==> config.mk <==
export PLATFORM = sky130hd
export DESIGN_NAME = squash_arbiter
export DESIGN_NICKNAME = d
export VERILOG_FILES = /design/src/rtl/squash_arb_pkg.sv /design/src/rtl/squash_cand_step.sv /design/src/rtl/squash_thread_resolve.sv /design/src/rtl/squash_arbiter.sv
export SDC_FILE = /design/constraint.sdc
export NUM_CORES = 1
export LEC_CHECK = 0
export BUFFER_PORTS_ARGS = -buffer_cell sky130_fd_sc_hd__buf_2
export CAP_MARGIN = 20
export CORE_MARGIN = 5
export CORE_UTILIZATION = 53
export CTS_BUF_LIST = sky130_fd_sc_hd__clkbuf_4 sky130_fd_sc_hd__clkbuf_8
export DETAILED_ROUTE_END_ITERATION = 10
export PLACE_DENSITY = 0.91
export SETUP_SLACK_MARGIN = 0.15
export SLEW_MARGIN = 10
export SYNTH_ARGS = -nofsm -noshare
export SYNTH_HDL_FRONTEND = slang
export SYNTH_SLANG_ARGS = --single-unit
==> constraint.sdc <==
create_clock -name clk -period 7 [get_ports clk]
set_input_delay 0.7 -clock clk [delete_from_list [all_inputs] [get_ports clk]]
set_output_delay 0.7 -clock clk [all_outputs]
set_load 0.01 [all_outputs]
==> src/rtl/squash_arb_pkg.sv <==
package squash_arb_pkg;

  localparam int DEF_THREADS = 2;
  localparam int DEF_SEQ_W   = 16;
  localparam int DEF_PC_W    = 32;

  // True when a request of age req should displace the current choice cur.
  function automatic logic seq_displaces(input logic [63:0] req,
                                         input logic [63:0] cur,
                                         input logic        cur_valid,
                                         input logic        allow_equal);
    logic older;
    logic same;
    older = (req < cur);
    same  = (req == cur);
    return !cur_valid || older || (allow_equal && same);
  endfunction

endpackage

==> src/rtl/squash_cand_step.sv <==
module squash_cand_step
  import squash_arb_pkg::*;
#(
  parameter int SEQ_W       = DEF_SEQ_W,
  parameter int PC_W        = DEF_PC_W,
  parameter bit ALLOW_EQUAL = 1'b0
) (
  input  logic             in_valid,
  input  logic [SEQ_W-1:0] in_seq,
  input  logic             in_taken,
  input  logic [PC_W-1:0]  in_pc,
  input  logic             in_self,
  input  logic             req_hit,
  input  logic [SEQ_W-1:0] req_seq,
  input  logic             req_taken,
  input  logic [PC_W-1:0]  req_pc,
  output logic             out_valid,
  output logic [SEQ_W-1:0] out_seq,
  output logic             out_taken,
  output logic [PC_W-1:0]  out_pc,
  output logic             out_self
);

  logic accept;

  always_comb begin
    accept = req_hit && seq_displaces(64'(req_seq), 64'(in_seq), in_valid, ALLOW_EQUAL);
    if (accept) begin
      out_valid = 1'b1;
      out_seq   = req_seq;
      out_taken = req_taken;
      out_pc    = req_pc;
      out_self  = ALLOW_EQUAL;
    end else begin
      out_valid = in_valid;
      out_seq   = in_seq;
      out_taken = in_taken;
      out_pc    = in_pc;
      out_self  = in_self;
    end
  end

endmodule

==> src/rtl/squash_thread_resolve.sv <==
module squash_thread_resolve
  import squash_arb_pkg::*;
#(
  parameter int THREAD_ID = 0,
  parameter int NUM_BR    = 2,
  parameter int NUM_MV    = 1,
  parameter int TID_W     = 1,
  parameter int SEQ_W     = DEF_SEQ_W,
  parameter int PC_W      = DEF_PC_W
) (
  input  logic [NUM_BR-1:0]            br_valid,
  input  logic [NUM_BR-1:0][TID_W-1:0] br_tid,
  input  logic [NUM_BR-1:0][SEQ_W-1:0] br_seq,
  input  logic [NUM_BR-1:0]            br_taken,
  input  logic [NUM_BR-1:0][PC_W-1:0]  br_pc,
  input  logic [NUM_MV-1:0]            mv_valid,
  input  logic [NUM_MV-1:0][TID_W-1:0] mv_tid,
  input  logic [NUM_MV-1:0][SEQ_W-1:0] mv_seq,
  input  logic [NUM_MV-1:0][PC_W-1:0]  mv_pc,
  output logic                         win_valid,
  output logic [SEQ_W-1:0]             win_seq,
  output logic                         win_taken,
  output logic [PC_W-1:0]              win_pc,
  output logic                         win_self
);

  localparam int              STAGES = NUM_BR + NUM_MV;
  localparam logic [TID_W-1:0] MY_TID = TID_W'(THREAD_ID);

  logic             c_valid [STAGES+1];
  logic [SEQ_W-1:0] c_seq   [STAGES+1];
  logic             c_taken [STAGES+1];
  logic [PC_W-1:0]  c_pc    [STAGES+1];
  logic             c_self  [STAGES+1];

  assign c_valid[0] = 1'b0;
  assign c_seq[0]   = '0;
  assign c_taken[0] = 1'b0;
  assign c_pc[0]    = '0;
  assign c_self[0]  = 1'b0;

  // Branch ports first, in port order: only strictly older requests displace.
  for (genvar b = 0; b < NUM_BR; b++) begin : g_br
    squash_cand_step #(.SEQ_W(SEQ_W), .PC_W(PC_W), .ALLOW_EQUAL(1'b0)) u_step (
      .in_valid (c_valid[b]),
      .in_seq   (c_seq[b]),
      .in_taken (c_taken[b]),
      .in_pc    (c_pc[b]),
      .in_self  (c_self[b]),
      .req_hit  (br_valid[b] && (br_tid[b] == MY_TID)),
      .req_seq  (br_seq[b]),
      .req_taken(br_taken[b]),
      .req_pc   (br_pc[b]),
      .out_valid(c_valid[b+1]),
      .out_seq  (c_seq[b+1]),
      .out_taken(c_taken[b+1]),
      .out_pc   (c_pc[b+1]),
      .out_self (c_self[b+1])
    );
  end

  // Violation ports afterwards: equal age also displaces, so the violator is included.
  for (genvar m = 0; m < NUM_MV; m++) begin : g_mv
    squash_cand_step #(.SEQ_W(SEQ_W), .PC_W(PC_W), .ALLOW_EQUAL(1'b1)) u_step (
      .in_valid (c_valid[NUM_BR+m]),
      .in_seq   (c_seq[NUM_BR+m]),
      .in_taken (c_taken[NUM_BR+m]),
      .in_pc    (c_pc[NUM_BR+m]),
      .in_self  (c_self[NUM_BR+m]),
      .req_hit  (mv_valid[m] && (mv_tid[m] == MY_TID)),
      .req_seq  (mv_seq[m]),
      .req_taken(1'b0),
      .req_pc   (mv_pc[m]),
      .out_valid(c_valid[NUM_BR+m+1]),
      .out_seq  (c_seq[NUM_BR+m+1]),
      .out_taken(c_taken[NUM_BR+m+1]),
      .out_pc   (c_pc[NUM_BR+m+1]),
      .out_self (c_self[NUM_BR+m+1])
    );
  end

  assign win_valid = c_valid[STAGES];
  assign win_seq   = c_seq[STAGES];
  assign win_taken = c_taken[STAGES];
  assign win_pc    = c_pc[STAGES];
  assign win_self  = c_self[STAGES];

endmodule

==> src/rtl/squash_arbiter.sv <==
module squash_arbiter
  import squash_arb_pkg::*;
#(
  parameter int NUM_THREADS = DEF_THREADS,
  parameter int NUM_BR      = 2,
  parameter int NUM_MV      = 1,
  parameter int SEQ_W       = DEF_SEQ_W,
  parameter int PC_W        = DEF_PC_W,
  localparam int TID_W      = (NUM_THREADS > 1) ? $clog2(NUM_THREADS) : 1
) (
  input  logic                              clk,
  input  logic                              rst,
  input  logic [NUM_BR-1:0]                 br_valid,
  input  logic [NUM_BR-1:0][TID_W-1:0]      br_tid,
  input  logic [NUM_BR-1:0][SEQ_W-1:0]      br_seq,
  input  logic [NUM_BR-1:0]                 br_taken,
  input  logic [NUM_BR-1:0][PC_W-1:0]       br_pc,
  input  logic [NUM_MV-1:0]                 mv_valid,
  input  logic [NUM_MV-1:0][TID_W-1:0]      mv_tid,
  input  logic [NUM_MV-1:0][SEQ_W-1:0]      mv_seq,
  input  logic [NUM_MV-1:0][PC_W-1:0]       mv_pc,
  output logic [NUM_THREADS-1:0]            sq_valid,
  output logic [NUM_THREADS-1:0][SEQ_W-1:0] sq_seq,
  output logic [NUM_THREADS-1:0]            sq_taken,
  output logic [NUM_THREADS-1:0][PC_W-1:0]  sq_pc,
  output logic [NUM_THREADS-1:0]            sq_self
);

  logic             w_valid [NUM_THREADS];
  logic [SEQ_W-1:0] w_seq   [NUM_THREADS];
  logic             w_taken [NUM_THREADS];
  logic [PC_W-1:0]  w_pc    [NUM_THREADS];
  logic             w_self  [NUM_THREADS];

  for (genvar t = 0; t < NUM_THREADS; t++) begin : g_thr
    squash_thread_resolve #(
      .THREAD_ID(t), .NUM_BR(NUM_BR), .NUM_MV(NUM_MV),
      .TID_W(TID_W), .SEQ_W(SEQ_W), .PC_W(PC_W)
    ) u_res (
      .br_valid (br_valid),
      .br_tid   (br_tid),
      .br_seq   (br_seq),
      .br_taken (br_taken),
      .br_pc    (br_pc),
      .mv_valid (mv_valid),
      .mv_tid   (mv_tid),
      .mv_seq   (mv_seq),
      .mv_pc    (mv_pc),
      .win_valid(w_valid[t]),
      .win_seq  (w_seq[t]),
      .win_taken(w_taken[t]),
      .win_pc   (w_pc[t]),
      .win_self (w_self[t])
    );
  end

  // One register stage; nothing carries over, so each cycle starts clean.
  always_ff @(posedge clk) begin
    if (rst) begin
      sq_valid <= '0;
      sq_seq   <= '0;
      sq_taken <= '0;
      sq_pc    <= '0;
      sq_self  <= '0;
    end else begin
      for (int t = 0; t < NUM_THREADS; t++) begin
        sq_valid[t] <= w_valid[t];
        sq_seq[t]   <= w_seq[t];
        sq_taken[t] <= w_taken[t];
        sq_pc[t]    <= w_pc[t];
        sq_self[t]  <= w_self[t];
      end
    end
  end

endmodule

* Word-level counts from Yosys, hierarchy flattened
Cells that the tools add are included.
** Word-level totals
- Flip-flop bits (word level) :: 102
- Output and inout port bits :: 102
- Input bits :: 154
** Operators by class
- $lt $le $gt $ge :: 4
- Reductions and logical operators :: 22
- Equal/unequal tests :: 2
- Multiplexer cells :: 24
- Bitwise gates (word level) :: 3
** Operators by type and width (number)
- 32-bit 2-to-1 mux :: 6
- 16-bit 2-to-1 mux :: 6
- 16-bit < comparator :: 4
- 16-bit == test :: 2
- 1-bit 2-to-1 mux :: 12
- 1-bit logical AND :: 10
- 1-bit logical OR :: 6
- 1-bit zero test :: 4
- 2-bit OR reduction :: 2
- 1-bit NOT :: 3

* Longest topological paths before layout
Gate-level depths: netlist of run 1.
- Depth in word-level cells :: 12
- Gate-level depth with buffers :: 20

* Modules after synthesis
A second synthesis of run 1 with hierarchy kept.
** Second synthesis, totals
- Cells, all modules :: 903
- Area total of the unflattened synthesis :: 9776.9 um^2
** Modules (own cells, without submodules)
- squash_cand_step (g_thr[0].u_res.g_br[0].u_step ...) :: cells each 112, area each 1213.7 um^2, instances 4, sequential area each 0.0 um^2
- squash_arbiter :: cells each 215, area each 2741.4 um^2, instances 1, sequential area each 2042.0 um^2
- squash_cand_step (g_thr[0].u_res.g_mv[0].u_step) :: cells each 117, area each 1066.0 um^2, instances 1, sequential area each 0.0 um^2
- squash_cand_step (g_thr[1].u_res.g_mv[0].u_step) :: cells each 115, area each 1047.3 um^2, instances 1, sequential area each 0.0 um^2
- squash_thread_resolve (g_thr[0].u_res) :: cells each 4, area each 45.0 um^2, instances 1, sequential area each 0.0 um^2
- squash_thread_resolve (g_thr[1].u_res) :: cells each 4, area each 22.5 um^2, instances 1, sequential area each 0.0 um^2

* Least setup slack after synthesis of run 1
Ideal clock, no wire load.
- Path type :: input to register
- Start point :: in br_valid[0]
- End point :: reg sq_pc[22] (netlist name)
- Stages on the path :: 20
- Setup time :: 132 ps
- Path buffers :: 5
- Path slack :: 2155 ps
- Data required time :: 6868 ps
- Arrival time :: 4714 ps
- Path through :: nor2b_1 -> clkbuf_1 -> clkbuf_1 -> nand2_1 -> ha_1 -> nand2_1 -> or3_1 -> a311o_1 -> a31oi_2 -> buf_2 -> a22oi_1 -> ha_1 -> nand3_1 -> nor4_1 -> o31ai_1 -> a32o_1 -> buf_2 -> buf_2 -> a221oi_1 -> nor3_1
** On the way
- Longest elaborated chain between the ends :: 11
- Elaborated cells between the ends (all ways) :: 18
- Those cells by class :: order compare (2); eq/ne (1); mux (7); reduce/logical (8)
** RTL lines
- start: declaration :: line squash_arbiter.sv:13 : input logic [NUM_BR-1:0] br_valid,
- 1-bit logical AND (*) :: line squash_thread_resolve.sv:50 : .req_hit (br_valid[b] && (br_tid[b] == MY_TID)),
- 16-bit 2-to-1 mux / 1-bit 2-to-1 mux (equally long branches) :: line squash_cand_step.sv:28 : if (accept) begin
- 16-bit < comparator / 1-bit zero test (equally long branches) :: line squash_arb_pkg.sv:14, squash_arb_pkg.sv:16
- 1-bit logical OR :: line squash_arb_pkg.sv:16 : return !cur_valid || older || (allow_equal && same);
- 1-bit logical AND :: line squash_cand_step.sv:27 : accept = req_hit && seq_displaces(64'(req_seq), 64'(in_seq), in_valid, ALLOW_EQUAL);
- 16-bit 2-to-1 mux / 1-bit 2-to-1 mux (equally long branches) :: line squash_cand_step.sv:28
- 16-bit < comparator / 1-bit zero test (equally long branches) :: line squash_arb_pkg.sv:14, squash_arb_pkg.sv:16
- 1-bit logical OR (2 in a row) :: line squash_arb_pkg.sv:16
- 1-bit logical AND :: line squash_cand_step.sv:27
- 32-bit 2-to-1 mux (*) :: line squash_cand_step.sv:28
- end signal: indexed assignment :: line squash_arbiter.sv:70 : sq_pc[t] <= w_pc[t];
- end: declaration :: line squash_arbiter.sv:25 : output logic [NUM_THREADS-1:0][PC_W-1:0] sq_pc,
Mark *: on every way between the ends. The rest lies on a longest branch, timed or not.
A chain may end at the register's enable or synchronous reset.

* Final worst setup path of run 1
- Start point :: in br_valid[0]
- End point :: reg sq_seq[18] (netlist name)
** On the way
- Longest elaborated chain between the ends :: 11
- Elaborated cells between the ends (all ways) :: 16
- Those cells by class :: order compare (2); eq/ne (1); mux (5); reduce/logical (8)
** RTL lines
- 1-bit logical AND (*) :: line squash_thread_resolve.sv:50
- 16-bit 2-to-1 mux / 1-bit 2-to-1 mux (equally long branches) :: line squash_cand_step.sv:28
- 16-bit < comparator / 1-bit zero test (equally long branches) :: line squash_arb_pkg.sv:14, squash_arb_pkg.sv:16
- 1-bit logical OR :: line squash_arb_pkg.sv:16
- 1-bit logical AND :: line squash_cand_step.sv:27
- 16-bit 2-to-1 mux / 1-bit 2-to-1 mux (equally long branches) :: line squash_cand_step.sv:28
- 16-bit < comparator / 1-bit zero test (equally long branches) :: line squash_arb_pkg.sv:14, squash_arb_pkg.sv:16
- 1-bit logical OR (2 in a row) :: line squash_arb_pkg.sv:16
- 1-bit logical AND :: line squash_cand_step.sv:27
- 16-bit 2-to-1 mux (*) :: line squash_cand_step.sv:28
- end signal: indexed assignment :: line squash_arbiter.sv:68 : sq_seq[t] <= w_seq[t];
- end: declaration :: line squash_arbiter.sv:23 : output logic [NUM_THREADS-1:0][SEQ_W-1:0] sq_seq,
Marks and branches as above.

==> impl_metrics.toml, run 1 <==
[logic_synthesis]
synth_edf_count = 0
synthFlopType = "dfxtp_1"
synth_top_area_share = 0.355
syn_inst = 662
synth.area.top_cells = "dfxtp_1, ha_1, a221oi_1, nor2_1, nor3_1"
synthDistinctLibCells = 44
syn-num-nets = 878
yosysWarnings = 0
yosysTopAreaCell = "dfxtp_1"
synthMostInstantiatedCell = "dfxtp_1"
async_flop_share = 0
synth_seq_area_share = 0.355
ys_ff_latch = 102
synthTopCellsByCount = "dfxtp_1, nor2_1, nor3_1, ha_1, a221oi_1"
netlist_area_um2 = 5750
synth.avg_cell_area_um2 = 8.68

[detailed_routing]
drc = 0
wire_per_inst_um = 19.5
via_count = 6547
via_per_inst = 6.36
ant_nets = 0
drt_iter0_drc = 934
totalWireLength_mm = 20.1
drtPass1Iterations = 6

[finish]
nNetsFinal = 1100
drive_gt1_frac = 0.337
diodes = 0
area_growth_pct = 26.5
fin_cells = 1029
fillers = 888

[placement]
dp.cells = 1013
dp_hpwl_mm = 15.0
gp_congestion = 0.975
place_ws_ps = 616
io_buffers = 255

[clocking]
cts_buffers = 9
clk_pin_slew_ps = 120
clock_sinks = 102
h-tree-depth = 3
cts_setup_buffers = 0
hold_buffers = 0
cts_root_buffer = "clkbuf_8"
cts_buffer_depth = 2
cts_resized = 0
cts_tree = "yes"

[flow_run]
maxCapViolCount = 0

[floorplanning]
dieWidth_um = 114
core_area_um2 = 10700
io_pins = 256
initial_utilization = 0.535
row_count = 38
die_area_um2 = 13000
die_h_um = 114

[hold_path]
hold_path.class = "primary input to flop"

[setup_path]
start_kind = "primary input"
worstSetupPathType = "primary input to flop"
worstPathRequired_ps = 7240
critPathArrivalTime_ps = 6450
path_buf_inv = 2
critical_path.top_delay_family = "compound AO/OA/AOI/OAI gates"
path_cells = "buf_2, and2_1, nand2_1, ha_1, nand2_1, nor3_1, o2111ai_1, a31oi_4, a22oi_1, ha_1, a21oi_1, o21a_1, o41ai_1, o32a_2, buf_4, nor2_1, a211oi_1"
path_max_fanout = 34
crit_path_top_delay_cell = "a31oi_4"
critPathCaptureType = "flop"
cp_slowest_stage_delay_ps = 880

[grt]
antenna_found_initial = 0
track_usage = 0.290
grt_pass1_wl_mm = 30.5
grt_max_degree = 103
grt_pass1_vias = 6182
grt_overflow = 0

[timing]
timing.final.ws_setup_ps = 795
slew_headroom = 0.295
final_hold_viol_count = 0
finalCritPeriodShare = 0.886
worstMarginPinSlew_ps = 1060
final.min_clock_period_ps = 6210
finalSetupViolCount = 0
fmax_ghz = 0.161
slew_viol_final = 0
setup-tns-final_ps = 0
fin_hold_ws_ps = 608
rsz0062_at_grt = "false"

[power]
power.leakage_nw = 3.33
ir_worst_vdd_mv = 0.112
power_density_nw_per_um2 = 205

[outcome]
status = "finished clean"
## per-layer routing
layer  track usage  wire length (um)  vias up
li1              -                 -     2977
met1         0.366              7820     3041
met4         0.130               702        0
met2         0.487              9430      470
met5             0                 0        -
met3        0.0465              2100       59
## worst paths after layout
path | end | slack (ps) | from | cells past startpoint
hold / removal | sq_pc[27] | 610 | mv_pc[27] | 3
setup / recovery | sq_seq[18] | 790 | br_valid[0] | 17
## where the power goes
part / total [mW] / leakage [nW] / switching [mW] / internal (mW)
Sequential: 0.650 / 0.844 / 0.0144 / 0.636
Clock: 0.377 / 0.0946 / 0.235 / 0.141
Combinational: 0.460 / 2.39 / 0.276 / 0.184
Total: 1.49 / 3.33 / 0.526 / 0.961
## cell type report
type / count / area, um2 / share of cell area
clock buffers: 9 / 124 / 0.0170
inverters: 4 / 15.0 / 0.00207
well taps: 140 / 175 / 0.0241
multi-input cells: 501 / 3480 / 0.478
clock inverters: 7 / 73.8 / 0.0102
flip-flops and latches: 102 / 2040 / 0.281
repair buffers: 266 / 1360 / 0.187
## placed cells by master (no fill, tap or decap), types with 4 or more instances in the layout
master    count
buf_4        12
a221oi_2     10
a21oi_1      23
o21ai_0       6
a211oi_1     35
and3_1        5
nor2_1      100
nor2b_1       5
a22oi_1      30
nor3_1       69
ha_1         62
nand2_1      45
nand2b_1      5
dfxtp_1     102
inv_1         4
a21o_1        4
buf_2       254
o21a_1        4
nand3_1       7
nand4_1       5
clkbuf_8      9
a221oi_1     55
## cell families after synthesis
| family | share of synthesized area |
|---|---|
| buffers and inverters | 0.0481 |
| adder cells (fa/ha/maj) | 0.135 |
| AO/OA/AOI/OAI | 0.270 |
| flip-flops | 0.355 |
| multiplexers | 0.00348 |
| AND/OR/NAND/NOR | 0.188 |
## flip-flops by register name, summed over array words and instances, names as in the netlist
name / count
sq_pc: 64
sq_seq: 32
sq_self: 2
sq_taken: 2
sq_valid: 2
## per-stage QoR
stage	power [mW]	area, um2	utilization
2_1_floorplan	0.927	5750	-
3_3_place_gp	1.10	7070	0.658
3_5_place_dp	1.11	7070	0.658
4_1_cts	1.48	7270	0.676
5_1_grt	1.56	7270	0.676
6_report	1.49	7270	0.676
Note: power is estimated with default switching activity, not from simulation.
==> inputs of run 2 (changes only) <==
--- a/config.mk
+++ b/config.mk
@@ -11,6 +11,7 @@
 export CORE_UTILIZATION = 53
 export CTS_BUF_LIST = sky130_fd_sc_hd__clkbuf_4 sky130_fd_sc_hd__clkbuf_8
 export DETAILED_ROUTE_END_ITERATION = 10
+export GPL_TIMING_DRIVEN = 0
 export PLACE_DENSITY = 0.91
 export SETUP_SLACK_MARGIN = 0.15
 export SLEW_MARGIN = 10
==> run 2 against run 1 <==
Effect of this change: sequential cell count is the same; largest cell class unchanged; hold slack lost 22 ps; critical endpoint is now sq_pc[0]; first-iteration DRC count grew 18%; die area is the same.
==> impl_metrics.toml, run 2 (synthesized netlist as in run 1, its figures left out) <==
[outcome]
status = "finished clean"

[grt]
antenna_found_initial = 0
grt_use_met1 = 0.395
grt_pass1_vias = 6367
grt_use_met2 = 0.535
met3_usage = 0.0613
grt_overflow = 0
grt_pass1_wl_mm = 32.7
grt_max_degree = 20
gr-max-usage-layer = "met2"
track_usage = 0.319

[finish]
largest_reg_flops = 64
nNetsFinal = 1143
diodes = 0
final_cell_mix = "buf_2, dfxtp_1, nor2_1"
design_area_um2 = 7400
top_regs = "sq_pc x64, sq_seq x32"
drive_gt1_frac = 0.334
finish.utilization = 0.689
regMostFlops = "sq_pc"
area_growth_pct = 28.9
layout.cells.most_common = "buf_2"

[floorplanning]
row_count = 38
dieWidth_um = 114
initial_utilization = 0.535
core_area_um2 = 10700
die_area_um2 = 13000
die_h_um = 114
io_pins = 256

[placement]
gp_congestion = 0.988
dpl_cell_area_um2 = 7190
io_buffers = 254
place_ws_ps = 443
dp_hpwl_mm = 17.2

[hold_path]
min_to = "sq_pc[4]"
hold_path.class = "primary input to flop"
hold_start = "mv_pc[4]"
holdPathStages = 3

[setup_path]
critPathArrivalTime_ps = 6760
path_cells = "buf_2, nor2b_1, clkbuf_1, clkbuf_1, nand2_1, ha_1, a211oi_1, o211ai_1, a21oi_1, a31o_1, clkbuf_1, a22oi_1, ha_1, nand3_1, nor4_1, o31ai_1, a32oi_2, clkbuf_1, nor2_1, nor3_1"
worstSetupPathType = "primary input to flop"
crit_path_top_delay_cell = "nor4_1"
path_max_fanout = 10
worstPathRequired_ps = 7300
cp_slowest_stage_delay_ps = 650
critPathCaptureType = "flop"
cp_common_cell = "clkbuf_1"
start_kind = "primary input"

[detailed_routing]
ant_nets = 0
drt_iter0_drc = 1099
wire_per_inst_um = 20.5
totalWireLength_mm = 22.0
drc = 0
via_per_inst = 6.31
drtPass1Iterations = 7
via_count = 6761

[clocking]
cts_resized = 0
hold_buffers = 0
h-tree-depth = 3
clk_pin_slew_ps = 110
cts_tree = "yes"
cts_root_buffer = "clkbuf_8"
cts_buffers = 9
clock_sinks = 102
cts_buffer_depth = 2
cts_setup_buffers = 0

[timing]
finalCritPeriodShare = 0.924
slew_headroom = 0.520
slew_viol_final = 0
fmax_ghz = 0.155
timing.final.ws_setup_ps = 533
final.min_clock_period_ps = 6470
rsz0062_at_grt = "false"
final_hold_viol_count = 0
worstMarginPinSlew_ps = 719
setup-tns-final_ps = 0
finalSetupViolCount = 0

[power]
power_mw = 1.54
ir_worst_vdd_mv = 0.143
power.leakage_nw = 3.42
power_density_nw_per_um2 = 208

[flow_run]
maxCapViolCount = 0
## run 2: cell count changes in the layout (fill, tap and decap cells not counted), sizes merged
cell and change:
bufinv +1, clkinvlp -2, buf +16, clkinv +1, clkbuf +27
## run 2: critical path, delay by kind of cell
kind | cells | cell delay (ps)
fa+ha+maj | 2 | 690
compound gates | 7 | 1980
simple gates | 6 | 1300
buf+inv | 5 | 2060
## run 2: worst max-delay path by stage
stage	from	to	cells past startpoint	slack (ps)
2_1_floorplan	br_valid[0]	sq_pc[22]	20	2150
3_3_place_gp	br_valid[0]	sq_seq[13]	19	440
3_5_place_dp	br_valid[0]	sq_pc[0]	20	440
4_1_cts	br_valid[0]	sq_pc[0]	20	790
5_1_grt	br_valid[0]	sq_pc[0]	20	380
6_report	br_valid[0]	sq_pc[0]	20	530
## run 2: where the power goes
group | internal (mW) | switching (mW) | leakage [nW] | total (mW)
sequential | 0.636 | 0.0144 | 0.844 | 0.650
clock | 0.174 | 0.235 | 0.109 | 0.410
combinational | 0.190 | 0.288 | 2.47 | 0.478
total | 1.00 | 0.538 | 3.42 | 1.54
## run 2: final cells by class
type                       count  area (um2)
fill                         888        3340
inverter                       4        15.0
multi-input combinational    501        3430
sequential                   102        2040
clock buffer                   9         124
timing repair buffer         254        1270
tap                          140         175
buffer                        55         262
clock inverter                 7        88.8
## run 2: per-stage QoR
stage               std cells  hold WS, ps
floorplan                 662          871
global placement         1056          979
detailed placement       1056          988
CTS                      1072          586
global route             1072          588
finish                   1072          586
## run 2: per-layer routing
metal	routed length, um	up-vias	share of wire
met5	0	-	0
met4	944	0	0.043
li1	-	3065	-
met1	8140	3120	0.37
met2	10400	500	0.47
met3	2510	76	0.11
